`config.mk`:
```
export PLATFORM = sky130hd
export DESIGN_NAME = itn_gen
export DESIGN_NICKNAME = d
export VERILOG_FILES = /design/src/rtl/itn_pkg.sv /design/src/rtl/itn_level_track.sv /design/src/rtl/itn_regs.sv /design/src/rtl/itn_notify.sv /design/src/rtl/itn_gen.sv
export SDC_FILE = /design/constraint.sdc
export NUM_CORES = 1
export LEC_CHECK = 0
export BUFFER_PORTS_ARGS = -buffer_cell sky130_fd_sc_hd__buf_4
export CELL_PAD_IN_SITES_DETAIL_PLACEMENT = 1
export CELL_PAD_IN_SITES_GLOBAL_PLACEMENT = 2
export CORE_MARGIN = 2
export CORE_UTILIZATION = 30
export CTS_BUF_LIST = sky130_fd_sc_hd__clkbuf_16
export DETAILED_ROUTE_END_ITERATION = 8
export HOLD_SLACK_MARGIN = 0.03
export PLACE_DENSITY = 0.71
export SYNTH_ARGS = -nofsm -noshare
export SYNTH_HDL_FRONTEND = slang
export SYNTH_SLANG_ARGS = --single-unit
```
`constraint.sdc`:
```
create_clock -name clk -period 3 [get_ports clk]
set_clock_uncertainty 0.15 [all_clocks]
set_input_delay 0.6 -clock clk [delete_from_list [all_inputs] [get_ports clk]]
set_output_delay 0.6 -clock clk [all_outputs]
set_load 0.02 [all_outputs]
```
`src/rtl/itn_pkg.sv`:
```
package itn_pkg;
   localparam int RA_W = 3;
   localparam int DW   = 64;

   typedef enum logic [RA_W-1:0] {
      RG_CTRL   = 3'd0,
      RG_INTCTL = 3'd1,
      RG_ESB    = 3'd2,
      RG_NADDR  = 3'd3,
      RG_OFFS   = 3'd4,
      RG_LEVEL  = 3'd5
   } itn_reg_e;

   // most-significant-first bit numbers
   localparam int MB_METHOD = 0;
   localparam int MB_SRCRST = 1;
   localparam int MB_STEOI  = 12;
   localparam int MB_PG64K  = 1;
   localparam int MB_VALID  = 63;

   function automatic int vidx(input int mb);
      return DW - 1 - mb;
   endfunction
endpackage

```
`src/rtl/itn_level_track.sv`:
```
module itn_level_track #(
   parameter int NUM_SRC = 20
) (
   input  logic              clk,
   input  logic              rst_n,
   input  logic [NUM_SRC-1:0] irq_lvl,
   input  logic              method,
   output logic [63:0]       level_word,
   output logic              ignored
);
   logic [63:0]        in_word;
   logic [63:0]        level_q;
   logic [NUM_SRC-1:0] prev_q;
   logic               ign_q;

   for (genvar n = 0; n < 64; n++) begin : g_map
      if (n < NUM_SRC) begin : g_src
         assign in_word[63-n] = irq_lvl[n];
      end else begin : g_pad
         assign in_word[63-n] = 1'b0;
      end
   end

   always_ff @(posedge clk) begin
      if (!rst_n) begin
         level_q <= '0;
         prev_q  <= '0;
         ign_q   <= 1'b0;
      end else begin
         prev_q <= irq_lvl;
         ign_q  <= method && (irq_lvl != prev_q);
         if (!method) level_q <= in_word;
      end
   end

   assign level_word = level_q;
   assign ignored    = ign_q;
endmodule

```
`src/rtl/itn_regs.sv`:
```
module itn_regs
   import itn_pkg::*;
(
   input  logic            clk,
   input  logic            rst_n,
   input  logic            reg_wr,
   input  logic            reg_rd,
   input  logic [RA_W-1:0] reg_addr,
   input  logic [DW-1:0]   reg_wdata,
   output logic [DW-1:0]   reg_rdata,
   output logic            reg_err,
   input  logic [DW-1:0]   level_word,
   output logic            method,
   output logic            src_rst,
   output logic            store_eoi,
   output logic            esb_page_64k,
   output logic            esb_map_en,
   output logic [DW-1:0]   esb_base,
   output logic [DW-1:0]   naddr,
   output logic [DW-1:0]   offs
);
   localparam int IX_VALID = vidx(MB_VALID);
   localparam int IX_PG64K = vidx(MB_PG64K);

   logic [DW-1:0] ctrl_q, intctl_q, esb_q, naddr_q, offs_q;
   logic          srst_q, map_q;
   logic [DW-1:0] rd_val;
   logic          rd_hit;

   always_ff @(posedge clk) begin
      if (!rst_n) begin
         ctrl_q   <= '0;
         intctl_q <= '0;
         esb_q    <= '0;
         naddr_q  <= '0;
         offs_q   <= '0;
         srst_q   <= 1'b0;
         map_q    <= 1'b0;
      end else begin
         srst_q <= 1'b0;
         if (reg_wr) begin
            case (itn_reg_e'(reg_addr))
               RG_CTRL:   ctrl_q <= reg_wdata;
               RG_INTCTL: begin
                  intctl_q <= reg_wdata;
                  srst_q   <= reg_wdata[vidx(MB_SRCRST)];
               end
               RG_ESB: begin
                  if (reg_wdata[IX_VALID] != esb_q[IX_VALID])
                     map_q <= reg_wdata[IX_VALID];
                  esb_q <= reg_wdata;
               end
               RG_NADDR:  naddr_q <= reg_wdata;
               RG_OFFS:   offs_q  <= reg_wdata;
               default:   ;
            endcase
         end
      end
   end

   always_comb begin
      rd_hit = 1'b1;
      case (itn_reg_e'(reg_addr))
         RG_CTRL:   rd_val = ctrl_q;
         RG_INTCTL: rd_val = intctl_q;
         RG_ESB:    rd_val = esb_q;
         RG_NADDR:  rd_val = naddr_q;
         RG_OFFS:   rd_val = offs_q;
         RG_LEVEL:  rd_val = level_word;
         default: begin
            rd_val = '1;
            rd_hit = 1'b0;
         end
      endcase
   end

   assign reg_rdata    = rd_val;
   assign reg_err      = reg_rd && !rd_hit;
   assign method       = intctl_q[vidx(MB_METHOD)];
   assign src_rst      = srst_q;
   assign store_eoi    = ctrl_q[vidx(MB_STEOI)];
   assign esb_page_64k = esb_q[IX_PG64K];
   assign esb_map_en   = map_q;
   assign esb_base     = esb_q & ~((DW'(1) << IX_PG64K) | (DW'(1) << IX_VALID));
   assign naddr        = naddr_q;
   assign offs         = offs_q;
endmodule

```
`src/rtl/itn_notify.sv`:
```
module itn_notify #(
   parameter int SRC_W       = 5,
   parameter int PQ_FLAG_BIT = 32,
   parameter int OFF_SHIFT   = 32
) (
   input  logic             clk,
   input  logic             rst_n,
   input  logic             trig_valid,
   output logic             trig_ready,
   input  logic [SRC_W-1:0] trig_src,
   input  logic             trig_checked,
   input  logic [63:0]      naddr,
   input  logic [63:0]      offs,
   output logic             st_valid,
   input  logic             st_ready,
   output logic [63:0]      st_addr,
   output logic [63:0]      st_data,
   output logic             trig_dropped
);
   localparam logic [63:0] PQ_FLAG = 64'(1) << PQ_FLAG_BIT;

   logic        vld_q, drop_q;
   logic [63:0] addr_q, data_q;
   logic        accept;
   logic [63:0] word;

   assign accept = trig_valid && !vld_q;
   assign word   = (offs >> OFF_SHIFT) | 64'(trig_src) | (trig_checked ? PQ_FLAG : '0);

   always_ff @(posedge clk) begin
      if (!rst_n) begin
         vld_q  <= 1'b0;
         drop_q <= 1'b0;
         addr_q <= '0;
         data_q <= '0;
      end else begin
         drop_q <= accept && !naddr[0];
         if (accept && naddr[0]) begin
            vld_q  <= 1'b1;
            addr_q <= {naddr[63:1], 1'b0};
            data_q <= word;
         end else if (vld_q && st_ready) begin
            vld_q <= 1'b0;
         end
      end
   end

   assign trig_ready   = !vld_q;
   assign st_valid     = vld_q;
   assign st_addr      = addr_q;
   assign st_data      = data_q;
   assign trig_dropped = drop_q;
endmodule

```
`src/rtl/itn_gen.sv`:
```
module itn_gen
   import itn_pkg::*;
#(
   parameter int NUM_SRC     = 20,
   parameter int PQ_FLAG_BIT = 32,
   parameter int OFF_SHIFT   = 32,
   localparam int SRC_W      = (NUM_SRC > 1) ? $clog2(NUM_SRC) : 1
) (
   input  logic               clk,
   input  logic               rst_n,
   input  logic               reg_wr,
   input  logic               reg_rd,
   input  logic [RA_W-1:0]    reg_addr,
   input  logic [DW-1:0]      reg_wdata,
   output logic [DW-1:0]      reg_rdata,
   output logic               reg_err,
   input  logic [NUM_SRC-1:0] irq_lvl,
   output logic               lvl_ignored,
   input  logic               trig_valid,
   output logic               trig_ready,
   input  logic [SRC_W-1:0]   trig_src,
   input  logic               trig_checked,
   output logic               st_valid,
   input  logic               st_ready,
   output logic [DW-1:0]      st_addr,
   output logic [DW-1:0]      st_data,
   output logic               trig_dropped,
   output logic               src_rst,
   output logic               store_eoi,
   output logic               esb_page_64k,
   output logic               esb_map_en,
   output logic [DW-1:0]      esb_base
);
   if (NUM_SRC < 1 || NUM_SRC > DW) begin : g_bad_src
      $error("itn_gen: NUM_SRC out of range");
   end
   if (PQ_FLAG_BIT < 0 || PQ_FLAG_BIT >= DW) begin : g_bad_pq
      $error("itn_gen: PQ_FLAG_BIT out of range");
   end
   if (OFF_SHIFT < 0 || OFF_SHIFT >= DW) begin : g_bad_off
      $error("itn_gen: OFF_SHIFT out of range");
   end

   logic [DW-1:0] level_word, naddr, offs;
   logic          method;

   itn_level_track #(.NUM_SRC(NUM_SRC)) u_level (
      .clk(clk), .rst_n(rst_n), .irq_lvl(irq_lvl), .method(method),
      .level_word(level_word), .ignored(lvl_ignored)
   );

   itn_regs u_regs (
      .clk(clk), .rst_n(rst_n), .reg_wr(reg_wr), .reg_rd(reg_rd),
      .reg_addr(reg_addr), .reg_wdata(reg_wdata), .reg_rdata(reg_rdata),
      .reg_err(reg_err), .level_word(level_word), .method(method),
      .src_rst(src_rst), .store_eoi(store_eoi), .esb_page_64k(esb_page_64k),
      .esb_map_en(esb_map_en), .esb_base(esb_base), .naddr(naddr), .offs(offs)
   );

   itn_notify #(.SRC_W(SRC_W), .PQ_FLAG_BIT(PQ_FLAG_BIT), .OFF_SHIFT(OFF_SHIFT)) u_notify (
      .clk(clk), .rst_n(rst_n), .trig_valid(trig_valid), .trig_ready(trig_ready),
      .trig_src(trig_src), .trig_checked(trig_checked), .naddr(naddr), .offs(offs),
      .st_valid(st_valid), .st_ready(st_ready), .st_addr(st_addr),
      .st_data(st_data), .trig_dropped(trig_dropped)
   );
endmodule

```
==> results.toml, run 1 <==
[setup_path]
critical_path_buf_inv_count = 2
worstPathRequired_ns = 2.25
worst_ep_arrival_time_ns = 2.15
rrSetupSlack_ns = 1.15
cp_slowest_stage_delay_ns = 0.39
crit_chain = "buf_6 > mux2_2 > a221oi_1 > a21o_1 > o21ai_0 > buf_4"
crit_type = "input port to output port"
r2r_end = "u_notify.st_data[15]"
cpMaxStageDelayCell = "mux2_2"
worst_r2r_path_depth = 4
rr_startpoint = "u_regs.naddr[0]"
end_kind = "output port"
start_kind = "input port"
critPathTopFamily = "compound AO/OA/AOI/OAI gates"
worstPathMaxFanout = 22

[clocking]
cts_buffers = 54
cts_tree = "built"
cts_hold_buffers = 1
h-tree-depth = 2
ctsResizeCount = 0
clkLatencyLatePin_ns = 0.63
clkTransAtPathRegs_ns = 0.05
cts_root_buffer = "clkbuf_16"
clkSinkCount = 461
cts_max_path_buffers = 3
post_cts_buffers = 0

[yosys]
syn_area_sq_um = 20200
async_reset_ff_frac = 0
ys_types = 45
avgSynthCellArea_sq_um = 8.37
synthMostInstantiatedCell = "nand2_1"
synth_cells = 2409
synth_top_area_share = 0.458
synth_edf_count = 0
yosys_warnings = 0
synth_top_flop_cell = "dfxtp_1"
yosysSeqAreaShare = 0.458
ys_top_cells_by_area = "dfxtp_1, nand2_1, a21boi_0"
synth_seq_cells = 461
synth_area_leader_cell = "dfxtp_1"
synth.top_cells.by_count = "nand2_1, dfxtp_1, a21boi_0"

[floorplan]
pin_count = 364
die_y_um = 263
initial_core_util = 0.301
die_w_um = 263
fp-row-count = 95
core_sq_um = 66900
dieArea_sq_um = 69300

[place]
post-place-ws_ns = 0.125
dp_hpwl_um = 53000
port_buffers = 329
place_congestion = 0.784

[detailed_routing]
vias = 17800
first_iter_violations = 855
drc = 0
first_pass_iters = 5
wl_per_cell_um = 22.4
viasPerCell = 5.03
routed_wl_um = 79100
drtAntennaViolNets = 0

[sta]
max_slew_margin = 0.595
fin_ws_ns = 0.0986
tns_ns = 0
tightestPinTransition_ns = 0.600
slew_viol_final = 0
finalSetupViolations = 0
hold_viol = 0
period_share = 0.967
max_freq_mhz = 345
fin_worst_hold_slack_ns = 0.0740
post-route-min-period_ns = 2.90
rsz0062_at_grt = "no"

[run]
maxCapViolCount = 0

[power]
p_leak_uw = 0.00930
cellPowerDensity_nw_per_um2 = 572
ir_drop_v = 0.000359

[global_routing]
antenna_found_initial = 3
grt_pass1_vias = 18700
grt_use_total = 0.224
grt_max_degree = 83
grt_first_pass_wirelength_um = 120000
grt_overflow = 0

[min_path]
holdPathStages = 2
hold_path_class = "input port to register"
hold_start = "irq_lvl[4]"
min_to = "u_level.prev_q[4]"

[finish]
fillers = 7835
drive_gt1_frac = 0.194
syn2layout_area_growth_pct = 24.3
multi_input_area_sq_um = 9490
finalCoreUtilization = 0.375
seq_area_sq_um = 9230
final_nets = 2717

[outcome]
status = "finished, final reports clean"
==> power breakdown <==
part / switching [uW] / internal (uW)
Combinational: 871 / 560
Clock: 2770 / 3780
Sequential: 97.0 / 6250
==> area by class of cell <==
class                   count  share of cell area
repair buffers            415               0.140
clock inverters            47              0.0154
diodes                      2            0.000200
well taps                 873              0.0436
multi-input cells        1684               0.378
flip-flops and latches    461               0.368
inverters                   2            0.000299
clock buffers              54              0.0539
==> how the worst max path moves through the flow <==
| stage | startpoint | end | slack, ns | cells after the start |
|---|---|---|---|---|
| 3_3_place_gp | reg_addr[1] | reg_rdata[22] | 0.16 | 7 |
| 4_1_cts | reg_addr[1] | reg_rdata[26] | 0.12 | 7 |
| 5_1_grt | reg_addr[1] | reg_rdata[52] | 0.05 | 6 |
| 3_5_place_dp | reg_addr[1] | reg_rdata[13] | 0.13 | 6 |
| 6_report | reg_addr[1] | reg_rdata[52] | 0.1 | 6 |
| 2_1_floorplan | reg_addr[0] | reg_rdata[12] | 0.36 | 6 |
==> logic make-up (layout without fill, tap and decap cells) <==
family	Yosys count	count (layout)	synth area share
buffers and inverters	297	518	0.0822
other	1	36	0.000186
AND/OR/NAND/NOR	914	914	0.182
AO/OA/AOI/OAI	681	681	0.249
XOR/XNOR	20	20	0.00868
multiplexers	35	35	0.0203
flip-flops	461	461	0.458
==> per-stage QoR <==
step / total power, uW / cells / instance area [sq um]
final: 14300 / 3538 / 25100
after global routing: 14900 / 3537 / 25100
after CTS: 14500 / 3536 / 25100
after detailed placement: 7920 / 3434 / 23300
after global placement: 7890 / 3434 / 23300
after floorplan: 7240 / 2442 / 20300
==> sequential cells by signal, summed over array words and instances, names as in the netlist, 33 cells and up <==
name and flops:
u_regs.naddr 64, u_notify.st_data 33, u_regs.ctrl_q 64, u_regs.esb_q 64, u_notify.st_addr 63, u_regs.intctl_q 64, u_regs.offs 64
==> per-layer routing <==
layer  track usage  share of wire
met1         0.290           0.45
met2         0.382           0.48
met3        0.0340          0.042
met4        0.0697          0.029
met5             0        0.00016
==> cells in the final DEF (no fill, tap or decap), types with 11 or more instances in the layout <==
master | netlist | final
a21boi_1 | 203 | 203
inv_1 | 1 | 13
a22o_1 | 62 | 62
a21oi_1 | 27 | 27
a211oi_1 | 46 | 46
o21ai_0 | 62 | 62
and2_1 | 23 | 22
buf_12 | 0 | 31
a221oi_1 | 53 | 53
conb_1 | 1 | 34
mux2i_1 | 24 | 24
xnor2_1 | 12 | 12
buf_4 | 121 | 381
clkinv_1 | 0 | 12
a21boi_0 | 209 | 209
clkbuf_16 | 0 | 54
nand2_1 | 826 | 825
clkinv_2 | 0 | 11
dfxtp_1 | 461 | 461
nor2b_1 | 22 | 22
Note: power is estimated with default switching activity, not from simulation.
==> inputs of run 2 (changes only) <==
Settings changed: PLACE_DENSITY 0.71 to 0.74.
Clock period 3 ns to 2.45 ns, I/O delays scaled along.
==> run 2 against run 1 <==
Effect of this change:
- the flow now finishes with violations (setup timing)
- worst setup slack lost 0.17 ns
- sequential power grew 23%
- register-to-register slack worse by 0.44 ns
- largest power group is now registers
- die area did not move
- via count up 3.3%
- utilization grew 2.5 points
- wire length up 0.39%
- combinational power up 42%
- sequential share of layout area fell by 2.2 points
- clock-buffer cell count is 3 higher
==> results.toml, run 2 (synthesis results as in run 1) <==
[power]
cellPowerDensity_nw_per_um2 = 645
p_leak_uw = 0.0100
ir_drop_v = 0.000487

[floorplan]
core_sq_um = 66900
die_y_um = 263
die_w_um = 263
initial_core_util = 0.301
fp-row-count = 95
pin_count = 364
dieArea_sq_um = 69300

[detailed_routing]
viasPerCell = 5.03
route.met3.wl_um = 3190
wl_met1_um = 35500
first_pass_iters = 5
vias = 18400
wl_met2_um = 39200
maxUsedRoutingLayer = "met5"
drc = 0
drtAntennaViolNets = 0
wl_per_cell_um = 21.7
first_iter_violations = 867
routed_wl_um = 79400

[sta]
finalSetupViolations = 7
post-route-min-period_ns = 2.52
fin_ws_ns = -0.0693
period_share = 1.03
tns_ns = -0.249
max_freq_mhz = 397
hold_viol = 0
slew_viol_final = 0
rsz0062_at_grt = "yes"

[min_path]
hold_start = "trig_src[2]"
hold_path_class = "input port to register"
holdPathStages = 3
min_to = "u_notify.st_data[2]"

[place]
port_buffers = 329
dp_hpwl_um = 51800
place_congestion = 0.793
post-place-ws_ns = -0.216

[finish]
drive_gt1_frac = 0.222
syn2layout_area_growth_pct = 32.6
final_nets = 2840
final_common_cell = "nand2_1"
final_cell_mix = "nand2_1, dfxtp_1, buf_4, a21boi_0, a21boi_1"

[setup_path]
r2r_end = "u_notify.st_data[3]"
worst_ep_arrival_time_ns = 1.88
crit_path_frequent_cell = "buf_12"
cp_slowest_stage_delay_ns = 0.28
critical_path_buf_inv_count = 5
rr_startpoint = "u_regs.naddr[0]"
start_kind = "input port"
worst_r2r_path_depth = 4
crit_chain = "buf_8 > nor2_4 > buf_12 > buf_12 > buf_12 > a221oi_1 > o21ai_0 > buf_4"
crit_type = "input port to output port"
critPathTopFamily = "buffers and inverters"
rrSetupSlack_ns = 0.71
worstPathMaxFanout = 18
end_kind = "output port"
worstPathRequired_ns = 1.81
cpMaxStageDelayCell = "a221oi_1"

[global_routing]
grt_first_pass_wirelength_um = 121000
grt_pass1_vias = 19400
antenna_found_initial = 3
grt_overflow = 0
grt_use_total = 0.224
grt_max_degree = 92

[outcome]
status = "finished, violations left"
failed_checks = "setup timing"

[clocking]
h-tree-depth = 2
cts_root_buffer = "clkbuf_16"
cts_tree = "built"
clkTransAtPathRegs_ns = 0.06
cts_buffers = 54
clkSinkCount = 461
clkLatencyLatePin_ns = 0.60
cts_max_path_buffers = 3

[run]
maxCapViolCount = 0
-- run 2: cell count changes in the layout (fill, tap and decap cells not counted), sizes merged --
| cell | before | now |
|---|---|---|
| clkinvlp | 2 | 0 |
| clkinv | 24 | 21 |
| bufbuf | 0 | 2 |
| bufinv | 6 | 1 |
| inv | 17 | 19 |
| dlygate4sd3 | 1 | 86 |
| clkbuf | 54 | 59 |
| buf | 414 | 448 |
-- run 2: worst max path at each step --
stage	startpoint	end	slack, ns	cells past startpoint
4_1_cts	u_regs.intctl_q[53]	reg_rdata[53]	-0.09	6
3_3_place_gp	reg_addr[1]	reg_rdata[0]	-0.23	7
2_1_floorplan	reg_addr[0]	reg_rdata[12]	0.03	6
6_report	reg_addr[1]	reg_rdata[17]	-0.07	8
5_1_grt	u_regs.intctl_q[53]	reg_rdata[53]	-0.14	6
3_5_place_dp	reg_addr[1]	reg_rdata[23]	-0.22	7
-- run 2: worst min-delay path: cells and delay by family --
kind | cells | cell delay, ns
buf+inv | 1 | 0.08
simple gates | 2 | 0.20
-- run 2: metrics by stage --
stage,utilization,hold WS [ns],instance area [sq um],power (uW),instances
2_1_floorplan,-,0.282,20300,8870,2442
4_1_cts,0.395,0.0309,26400,17400,3649
3_3_place_gp,0.354,0.288,23700,9710,3460
5_1_grt,0.400,0.0652,26700,18000,3656
3_5_place_dp,0.354,0.297,23700,9740,3460
6_report,0.400,0.0676,26700,17300,3656
-- run 2: report_power, final --
group | total (uW) | internal [uW] | switching [uW]
clock | 7450 | 4230 | 3220
combinational | 2030 | 884 | 1150
sequential | 7770 | 7650 | 114
total | 17300 | 12800 | 4490
-- run 2: what timing repair did --
item	in CTS	in global routing
endpoints found under the hold margin	348	0
gates resized for setup	59	80
setup buffers	5	4
hold buffers	86	0
cloned	2	2
setup endpoints to repair	52	53
pin swaps	7	17
-- run 2: area by class of cell --
class                      count  area [sq um]
timing repair buffer         538          4970
inverter                       2          7.51
tap                          873          1090
antenna                        2          5.00
multi-input combinational   1684          9810
clock buffer                  57          1430
clock inverter                39           176
fill                        7682         40200
sequential                   461          9260
-- run 2: metal layers --
metal	vias to the layer above	GRT usage
li1	8658	-
met1	9220	0.289
met2	400	0.392
met3	92	0.0345
met4	2	0.0507
met5	-	0
